<file path="src/rtl/lf_pkg.sv">
package lf_pkg;

  localparam int LINE_BEATS = 4;
  localparam int LW_BITS    = 32;

  typedef enum logic [2:0] {
    ST_IDLE,
    ST_RCD,
    ST_CAS,
    ST_CPRE,
    ST_RP
  } lfState_t;

  // strobes from control to datapath
  typedef struct packed {
    logic       latch;     // take victim line at accept
    logic       drive;     // load beat onto DRAM data, enable output
    logic       dqRelease; // stop driving DRAM data
    logic       capture;   // sample DRAM read data
    logic [1:0] beat;      // beat number for drive/capture
  } lfStrobe_t;

endpackage

</file>
<file path="src/rtl/lf_ctrl.sv">
module lf_ctrl
  import lf_pkg::*;
#(
  parameter int ROW_W  = 9,
  parameter int COL_W  = 9,
  parameter int ADDR_W = 9,
  parameter int TRCD   = 2,
  parameter int TCAS   = 2,
  parameter int TRP    = 2
) (
  input  logic                     clk,
  input  logic                     rstN,
  input  logic                     reqValid,
  input  logic                     reqWrite,
  input  logic [ROW_W+COL_W-3:0]   reqLine,
  output logic                     reqAck,
  output logic                     done,
  output logic                     rasN,
  output logic                     casN,
  output logic                     weN,
  output logic [ADDR_W-1:0]        dramAddr,
  output lfStrobe_t                strobe
);

  localparam int COLHI_W = COL_W - 2;
  localparam int MAXT    = (TRCD > TCAS) ? ((TRCD > TRP) ? TRCD : TRP)
                                         : ((TCAS > TRP) ? TCAS : TRP);
  localparam int CNT_W   = $clog2(MAXT + 1);
  localparam logic [CNT_W-1:0] RCD_LAST = CNT_W'(TRCD - 1);
  localparam logic [CNT_W-1:0] CAS_LAST = CNT_W'(TCAS - 1);
  localparam logic [CNT_W-1:0] RP_LAST  = CNT_W'(TRP - 1);

  lfState_t           state;
  logic [CNT_W-1:0]   cnt;
  logic [1:0]         beat;
  logic               isWrite;
  logic [COLHI_W-1:0] colHiQ;

  function automatic logic [ADDR_W-1:0] colAddr(input logic [COLHI_W-1:0] hi,
                                                input logic [1:0] b);
    return ADDR_W'({hi, b});
  endfunction

  // strobes toward the datapath, aligned with the edge that moves the DRAM pins
  always_comb begin
    strobe = '0;
    unique case (state)
      ST_IDLE: strobe.latch = reqValid;
      ST_RCD: begin
        if (cnt == RCD_LAST) begin
          strobe.drive = isWrite;
          strobe.beat  = 2'd0;
        end
      end
      ST_CAS: begin
        if (cnt == CAS_LAST) begin
          strobe.capture   = !isWrite;
          strobe.dqRelease = isWrite;
          strobe.beat      = beat;
        end
      end
      ST_CPRE: begin
        strobe.drive = isWrite;
        strobe.beat  = beat + 2'd1;
      end
      default: strobe = '0;
    endcase
  end

  always_ff @(posedge clk) begin
    if (!rstN) begin
      state    <= ST_IDLE;
      cnt      <= '0;
      beat     <= '0;
      isWrite  <= 1'b0;
      colHiQ   <= '0;
      rasN     <= 1'b1;
      casN     <= 1'b1;
      weN      <= 1'b1;
      dramAddr <= '0;
      reqAck   <= 1'b0;
      done     <= 1'b0;
    end else begin
      reqAck <= 1'b0;
      done   <= 1'b0;
      unique case (state)
        ST_IDLE: begin
          if (reqValid) begin
            isWrite  <= reqWrite;
            colHiQ   <= reqLine[COLHI_W-1:0];
            dramAddr <= ADDR_W'(reqLine[ROW_W+COLHI_W-1:COLHI_W]);
            rasN     <= 1'b0;
            reqAck   <= 1'b1;
            beat     <= '0;
            cnt      <= '0;
            state    <= ST_RCD;
          end
        end
        ST_RCD: begin
          if (cnt == RCD_LAST) begin
            casN     <= 1'b0;
            weN      <= !isWrite;
            dramAddr <= colAddr(colHiQ, 2'd0);
            cnt      <= '0;
            state    <= ST_CAS;
          end else begin
            cnt <= cnt + 1'b1;
          end
        end
        ST_CAS: begin
          if (cnt == CAS_LAST) begin
            casN <= 1'b1;
            weN  <= 1'b1;
            cnt  <= '0;
            if (beat == 2'd3) begin
              rasN  <= 1'b1;
              done  <= 1'b1;
              state <= ST_RP;
            end else begin
              state <= ST_CPRE;
            end
          end else begin
            cnt <= cnt + 1'b1;
          end
        end
        ST_CPRE: begin
          casN     <= 1'b0;
          weN      <= !isWrite;
          beat     <= beat + 2'd1;
          dramAddr <= colAddr(colHiQ, beat + 2'd1);
          state    <= ST_CAS;
        end
        ST_RP: begin
          if (cnt == RP_LAST) begin
            cnt   <= '0;
            state <= ST_IDLE;
          end else begin
            cnt <= cnt + 1'b1;
          end
        end
        default: state <= ST_IDLE;
      endcase
    end
  end


  ack_pulse_chk: assert property (@(posedge clk) disable iff (!rstN)
    reqAck |=> !reqAck);


  done_row_closed_chk: assert property (@(posedge clk) disable iff (!rstN)
    done |-> (rasN && casN));


  cas_in_row_chk: assert property (@(posedge clk) disable iff (!rstN)
    !casN |-> !rasN);


  we_hold_chk: assert property (@(posedge clk) disable iff (!rstN)
    (!casN && !$past(casN)) |-> $stable(weN));


  addr_hold_chk: assert property (@(posedge clk) disable iff (!rstN)
    (!casN && !$past(casN)) |-> $stable(dramAddr));

endmodule

</file>
<file path="src/rtl/lf_datapath.sv">
module lf_datapath
  import lf_pkg::*;
#(
  parameter int MEM_W = 64
) (
  input  logic                               clk,
  input  logic                               rstN,
  input  lfStrobe_t                          strobe,
  input  logic [LINE_BEATS*MEM_W-1:0]        wbLine,
  input  logic [LINE_BEATS*MEM_W/LW_BITS-1:0] wbPar,
  input  logic [MEM_W-1:0]                   dramDqIn,
  input  logic [MEM_W/LW_BITS-1:0]           dramParIn,
  output logic                               fillValid,
  output logic                               fillIdx,
  output logic [2*MEM_W-1:0]                 fillWord,
  output logic [2*MEM_W/LW_BITS-1:0]         fillPar,
  output logic [MEM_W-1:0]                   dqOut,
  output logic [MEM_W/LW_BITS-1:0]           parOut,
  output logic                               dqOe
);

  localparam int PAR_W  = MEM_W / LW_BITS;
  localparam int LINE_W = LINE_BEATS * MEM_W;
  localparam int LPAR_W = LINE_BEATS * PAR_W;

  logic [LINE_W-1:0] wbLineQ;
  logic [LPAR_W-1:0] wbParQ;
  logic [MEM_W-1:0]  wbLane  [LINE_BEATS];
  logic [PAR_W-1:0]  parLane [LINE_BEATS];
  logic [MEM_W-1:0]  lowBeat;
  logic [PAR_W-1:0]  lowPar;

  // split the latched victim line into beat lanes, parity kept with its lane
  for (genvar g = 0; g < LINE_BEATS; g++) begin : g_lane
    assign wbLane[g]  = wbLineQ[g*MEM_W +: MEM_W];
    assign parLane[g] = wbParQ[g*PAR_W +: PAR_W];
  end

  always_ff @(posedge clk) begin
    if (!rstN) begin
      wbLineQ   <= '0;
      wbParQ    <= '0;
      dqOut     <= '0;
      parOut    <= '0;
      dqOe      <= 1'b0;
      lowBeat   <= '0;
      lowPar    <= '0;
      fillValid <= 1'b0;
      fillIdx   <= 1'b0;
      fillWord  <= '0;
      fillPar   <= '0;
    end else begin
      fillValid <= 1'b0;
      if (strobe.latch) begin
        wbLineQ <= wbLine;
        wbParQ  <= wbPar;
      end
      if (strobe.drive) begin
        dqOut  <= wbLane[strobe.beat];
        parOut <= parLane[strobe.beat];
        dqOe   <= 1'b1;
      end else if (strobe.dqRelease) begin
        dqOe <= 1'b0;
      end
      if (strobe.capture) begin
        if (!strobe.beat[0]) begin
          lowBeat <= dramDqIn;
          lowPar  <= dramParIn;
        end else begin
          fillWord  <= {dramDqIn, lowBeat};
          fillPar   <= {dramParIn, lowPar};
          fillIdx   <= strobe.beat[1];
          fillValid <= 1'b1;
        end
      end
    end
  end


  oe_fill_excl_chk: assert property (@(posedge clk) disable iff (!rstN)
    dqOe |-> !fillValid);


  fill_pulse_chk: assert property (@(posedge clk) disable iff (!rstN)
    fillValid |=> !fillValid);

endmodule

</file>
<file path="src/rtl/line_fill_ctrl.sv">
module line_fill_ctrl
  import lf_pkg::*;
#(
  parameter int ROW_W = 9,
  parameter int COL_W = 9,
  parameter int MEM_W = 64,
  parameter int TRCD  = 2,
  parameter int TCAS  = 2,
  parameter int TRP   = 2
) (
  input  logic                                  clk,
  input  logic                                  rstN,
  input  logic                                  reqValid,
  input  logic                                  reqWrite,
  input  logic [ROW_W+COL_W-3:0]                reqLine,
  input  logic [LINE_BEATS*MEM_W-1:0]           wbLine,
  input  logic [LINE_BEATS*MEM_W/LW_BITS-1:0]   wbPar,
  output logic                                  reqAck,
  output logic                                  done,
  output logic                                  fillValid,
  output logic                                  fillIdx,
  output logic [2*MEM_W-1:0]                    fillWord,
  output logic [2*MEM_W/LW_BITS-1:0]            fillPar,
  output logic                                  dramRasN,
  output logic                                  dramCasN,
  output logic                                  dramWeN,
  output logic [((ROW_W > COL_W) ? ROW_W : COL_W)-1:0] dramAddr,
  output logic [MEM_W-1:0]                      dramDqOut,
  output logic [MEM_W/LW_BITS-1:0]              dramParOut,
  output logic                                  dramDqOe,
  input  logic [MEM_W-1:0]                      dramDqIn,
  input  logic [MEM_W/LW_BITS-1:0]              dramParIn
);

  localparam int ADDR_W = (ROW_W > COL_W) ? ROW_W : COL_W;

  lfStrobe_t strobe;

  lf_ctrl #(
    .ROW_W (ROW_W),
    .COL_W (COL_W),
    .ADDR_W(ADDR_W),
    .TRCD  (TRCD),
    .TCAS  (TCAS),
    .TRP   (TRP)
  ) u_ctrl (
    .clk     (clk),
    .rstN    (rstN),
    .reqValid(reqValid),
    .reqWrite(reqWrite),
    .reqLine (reqLine),
    .reqAck  (reqAck),
    .done    (done),
    .rasN    (dramRasN),
    .casN    (dramCasN),
    .weN     (dramWeN),
    .dramAddr(dramAddr),
    .strobe  (strobe)
  );

  lf_datapath #(
    .MEM_W(MEM_W)
  ) u_dp (
    .clk      (clk),
    .rstN     (rstN),
    .strobe   (strobe),
    .wbLine   (wbLine),
    .wbPar    (wbPar),
    .dramDqIn (dramDqIn),
    .dramParIn(dramParIn),
    .fillValid(fillValid),
    .fillIdx  (fillIdx),
    .fillWord (fillWord),
    .fillPar  (fillPar),
    .dqOut    (dramDqOut),
    .parOut   (dramParOut),
    .dqOe     (dramDqOe)
  );


  done_with_last_word_chk: assert property (@(posedge clk) disable iff (!rstN)
    (fillValid && fillIdx) |-> done);


  we_drives_data_chk: assert property (@(posedge clk) disable iff (!rstN)
    (!dramCasN && !dramWeN) |-> dramDqOe);

endmodule

</file>
<file path="config.mk">
export PLATFORM = sky130hd
export DESIGN_NAME = line_fill_ctrl
export DESIGN_NICKNAME = d
export VERILOG_FILES = /design/src/rtl/lf_pkg.sv /design/src/rtl/lf_ctrl.sv /design/src/rtl/lf_datapath.sv /design/src/rtl/line_fill_ctrl.sv
export SDC_FILE = /design/constraint.sdc
export NUM_CORES = 1
export LEC_CHECK = 0
export BUFFER_PORTS_ARGS = -buffer_cell sky130_fd_sc_hd__buf_2
export CORE_MARGIN = 2
export CORE_UTILIZATION = 34
export DETAILED_ROUTE_END_ITERATION = 8
export GPL_TIMING_DRIVEN = 0
export PLACE_DENSITY = 0.61
export SETUP_SLACK_MARGIN = 0.1
export SYNTH_ARGS = -nofsm -noshare
export SYNTH_HDL_FRONTEND = slang
export SYNTH_SLANG_ARGS = --single-unit
export TNS_END_PERCENT = 10
</file>
<file path="constraint.sdc">
create_clock -name clk -period 4.62 [get_ports clk]
set_input_delay 0.462 -clock clk [delete_from_list [all_inputs] [get_ports clk]]
set_output_delay 0.462 -clock clk [all_outputs]
set_load 0.02 [all_outputs]
</file>
Word-level counts from Yosys, hierarchy flattened
Cells that the tools add are included.

Register bits: 560. Output and inout port bits: 215. Logic and storage cells: 98.

Add/sub/neg operators: 2. $lt $le $gt $ge: 1. Equality and inequality tests: 11. Mux-type cells: 39. Bitwise logic cells: 2. Reductions and logical operators: 21.

Operators with widths (number): $bmux 64 s2 (1); $mux 64 (2); $pmux 9 s3 (1); $mux 9 (2); $mux 3 (5); $pmux 3 s5 (1); $reduce_and 2->1 (7); $mux 1 (13); $pmux 2 s2 (3); $mux 2 (5); $reduce_and 3->1 (3); $ne 2x1->1 const B (4); $reduce_and 4->1 (2); $reduce_bool 2->1 (4); $eq 3x2->1 const B (2); $pmux 1 s3 (2); $reduce_bool 3->1 (2); $add 2x1->2 const B (2); $bmux 2 s2 (1); $mux 4 (1); $pmux 1 s2 (2); $eq 3x1->1 const B (1); $eq 3x3->1 const B (1); $ge 3x3->1 const B (1); 8 further kinds (8).

Depth between registers and ports, before layout
Depth in word-level cells: 7. Gate-level depth with buffers: 8.

By module
A second synthesis with hierarchy kept.

Cells, all modules: 2260. Area, all modules: 22579.2 um^2.

Modules (own cells, without submodules): lf_datapath (times used 1, cells an instance 2097, area each 21191.6 um^2, seq. area each 10630.2 um^2); lf_ctrl (times used 1, cells an instance 163, area each 1387.6 um^2, seq. area each 580.6 um^2).

Worst setup path before layout
OpenSTA, ideal clock, no wires.

Path kind: flip-flop to flip-flop. Start point: register u_ctrl.state[2]. End point: register u_dp.fillWord[100]. Setup time: 0.132 ns. Arrival time: 1.753 ns. Data required time: 4.488 ns. Path slack: 2.735 ns. Cell stages (with the launch flop): 9. Cells stage by stage: dfxtp_1 buf_2 or2_4 or4_1 clkbuf_1 buf_2 buf_2 nand2_1 a21oi_1.

Longest elaborated chain between the ends: 3.

Ends and longest elaborated chain: from (decl) (RTL line lf_ctrl.sv:33) `lfState_t state;`; from (signal assigned) (RTL line lf_ctrl.sv:72) `state <= ST_IDLE;`; from (signal assigned) (RTL line lf_ctrl.sv:96) `state <= ST_RCD;`; from (signal assigned) (RTL line lf_ctrl.sv:105) `state <= ST_CAS;`; $eq 3x2->1 (RTL line lf_ctrl.sv:47) `unique case (state)`; $pmux 2 s2 / $mux 2 (equally long branches) (RTL line lf_ctrl.sv:47); $reduce_and 2->1 (no line) (*); to (signal assigned) (RTL line lf_datapath.sv:70) `fillWord <= {dramDqIn, lowBeat};`; to (decl) (RTL line lf_datapath.sv:15) `output logic [2*MEM_W-1:0] fillWord,`.

Mark *: on every way between the ends. The rest lies on a longest branch, timed or not. A chain may end at the register's enable or synchronous reset.

Worst setup path in the final report
Start point: register u_ctrl.state[1]. End point: register u_dp.wbLineQ[51].

Longest elaborated chain between the ends: 2.

Ends and longest elaborated chain: $logic_not 3->1 (RTL line lf_ctrl.sv:47); $mux 1 (RTL line lf_ctrl.sv:47); to (signal assigned) (RTL line lf_datapath.sv:55) `wbLineQ <= wbLine;`; to (decl) (RTL line lf_datapath.sv:26) `logic [LINE_W-1:0] wbLineQ;`.

Every way passes these cells.

==> results_dict.tcl <==
set metrics [dict create \
    slowest_stage "clkbuf_1" \
    post-synth-top-area-cell "dfxtp_1" \
    drc 0 \
    worst-r2r-setup-slack_ns 1.82 \
    max_cap_violations 0 \
    worst_slew_pin_slew_ns 1.10 \
    hp-class "in2reg" \
    clock_latency_ns 0.62 \
    slew_violations 0 \
    grt_pass1_wl_um 119000 \
    maxSlewHeadroom 0.270 \
    die_h_um 254 \
    syn_avg_cell_area_um2 8.31 \
    final-setup-viol-count 0 \
    cts_resized 0 \
    ios 565 \
    wirelength_um 81500 \
    holdWs_ns 0.0790 \
    synth_nets 2913 \
    worstPathCellList "clkbuf_1 -> or3b_1 -> nor2_1 -> clkbuf_1 -> buf_2 -> nand2_1 -> a21oi_1" \
    dr.pass1.iters 5 \
    synth_top_area_frac 0.527 \
    end_kind "flip-flop" \
    grt_pass1_vias 19500 \
    dieArea_mm2 0.0646 \
    gp_congestion 0.877 \
    finalSetupTns_ns 0 \
    cts_buffers 60 \
    dpl_worst_slack_ns 1.65 \
    synth_common_cells "nand2_1 (948), dfxtp_1 (560), a21oi_1 (478)" \
    wl_per_cell_um 20.0 \
    syn_area_mm2 0.0213 \
    postCtsSetupBuffers 0 \
    grt_usage 0.243 \
    cellPowerDensity_mw_per_mm2 411 \
    vias_per_cell 4.93 \
    synth_warnings 0 \
    root_buffer "clkbuf_16" \
    clk_pin_slew_ns 0.06 \
    status "finished clean" \
    skew_ns 0.0198 \
    synth_edf_count 0 \
    cts_tree "built" \
    area_delta_synth_final_pct 28.0 \
    fp.coreArea_mm2 0.0618 \
    grt_max_degree 16 \
    cpMostUsedCell "clkbuf_1" \
    cts.path.max_buffers 3 \
    cts.sinks 560 \
    layout.nets 3539 \
    finalCriticalPeriod_ns 2.80 \
    synthTopCellsByArea "dfxtp_1 (53%), nand2_1 (17%), a21oi_1 (11%)" \
    finalPower_mw 11.2 \
    critical_path_required_ns 5.16 \
    antenna_found_initial 19 \
    fmax_mhz 357 \
    ant_nets 0 \
    rsz0062_at_grt "false" \
    ys.flop_type "dfxtp_1" \
    critPathMaxFanout 11 \
    port-buffer-count 564 \
    dpl.hpwl_um 62400 \
    vdd_drop_max_v 0.000299 \
    post_route_cells_drive_above_1_share 0.244 \
    ys_types 40 \
    synth_most_common_cell "nand2_1" \
    netlist_instances 2562 \
    fin_ws_ns 1.82 \
    cts_hold_buf 0 \
    die_x_um 254 \
    route.vias.total 20200 \
    synth-seq-area-share 0.527 \
    async_reset_ff_frac 0 \
    grt.overflow.total 0 \
    slowest_delay_ns 0.84 \
    htreeDepth 2 \
    start_util 0.344 \
    drt_iter0_markers 1113 \
    row_count 91 \
    leakage_nw 10.6 \
    criticalPathCategory "reg2reg" \
    start_kind "flip-flop" \
    hold_viol 0 \
    synth.ff_latch_count 560 \
    critical_path_arrival_ns 3.35 \
    fin_crit_sh 0.607 \
]
[cell families (layout without fill, tap and decap cells)]
family | after synthesis | after routing | synth area share
and+or+nand+nor | 1052 | 1052 | 0.194
AOI/OAI and AO/OA | 585 | 585 | 0.165
other | 0 | 9 | 0
adders and majority gates | 1 | 1 | 0.000588
muxes | 139 | 139 | 0.0658
DFF | 560 | 560 | 0.527
buffers and inverters | 225 | 902 | 0.0476
[state kept, by name (all words and copies together), names as in the netlist, 2 cells and up]
| signal | cells |
|---|---|
| u_dp.wbLineQ | 256 |
| u_dp.fillWord | 128 |
| u_dp.dqOut | 64 |
| u_dp.lowBeat | 64 |
| u_ctrl.dramAddr | 9 |
| u_dp.wbParQ | 8 |
| u_ctrl.colHiQ | 7 |
| u_dp.fillPar | 4 |
| u_ctrl.state | 3 |
| u_ctrl.beat | 2 |
| u_ctrl.cnt | 2 |
| u_dp.lowPar | 2 |
| u_dp.parOut | 2 |
[cells in the final DEF (no fill, tap or decap), types with 2 or more instances in the layout]
cell type and n:
o211ai_1 2, mux2_2 7, a22o_1 3, diode_2 9, nor2_1 11, clkbuf_16 60
inv_6 2, buf_2 618, bufinv_16 5, a21oi_1 478, o21ai_0 7, buf_6 6
and3b_1 2, mux2i_1 132, a211oi_1 21, dfxtp_1 560, nand3b_1 2, clkinvlp_4 4
nand2b_1 3, nor3_1 3, nand2_1 948, nand3_1 70, clkinv_2 8, nor2b_1 3
o221ai_2 40, o31ai_1 2, or4_1 2, clkbuf_1 150, o221ai_1 26, clkbuf_8 18
inv_1 13, buf_4 15
[stage by stage]
step | util | area (µm²) | std cells
floorplan | - | 21300 | 2562
global placement | 0.407 | 25200 | 3963
detailed placement | 0.407 | 25200 | 3963
CTS | 0.440 | 27200 | 4076
global route | 0.440 | 27200 | 4077
finish | 0.441 | 27200 | 4085
[report_power, final]
| part | switching [mW] | internal [mW] | total, mW |
|---|---|---|---|
| Clock | 2.05 | 2.96 | 5.01 |
| Sequential | 0.102 | 5.03 | 5.13 |
| Combinational | 0.710 | 0.364 | 1.07 |
[worst paths after layout]
path	start	endpoint	cells past startpoint
worst min-delay path	wbLine[109]	u_dp.wbLineQ[109]	3
worst min register to register	u_dp.lowBeat[11]	u_dp.fillWord[11]	2
worst max-delay path	u_ctrl.state[1]	u_dp.wbLineQ[51]	7
worst max register to register	u_ctrl.state[1]	u_dp.wbLineQ[51]	7
[metal layers]
metal  wire [µm]  GRT usage
met5         143          0
met4        2310     0.0706
met3        6450     0.0685
met2       39400      0.424
met1       33200      0.292
[critical path: cells and delay by family, from the launching register on]
family,cells,cell delay (ns)
buf+inv,3,1.43
simple gates,3,0.80
flops,1,0.35
compound gates,1,0.15
[cell type report]
| class | instances | area (µm²) |
|---|---|---|
| diodes | 9 | 22.5 |
| plain buffers | 212 | 966 |
| clock buffers | 92 | 1800 |
| clock inverters | 21 | 263 |
| fillers | 6435 | 34600 |
| inverters | 13 | 48.8 |
| multi-input cells | 1777 | 9060 |
| flip-flops and latches | 560 | 11200 |
| well taps | 837 | 1050 |
| repair buffers | 564 | 2820 |
Note: power is estimated with default switching activity, not from simulation.
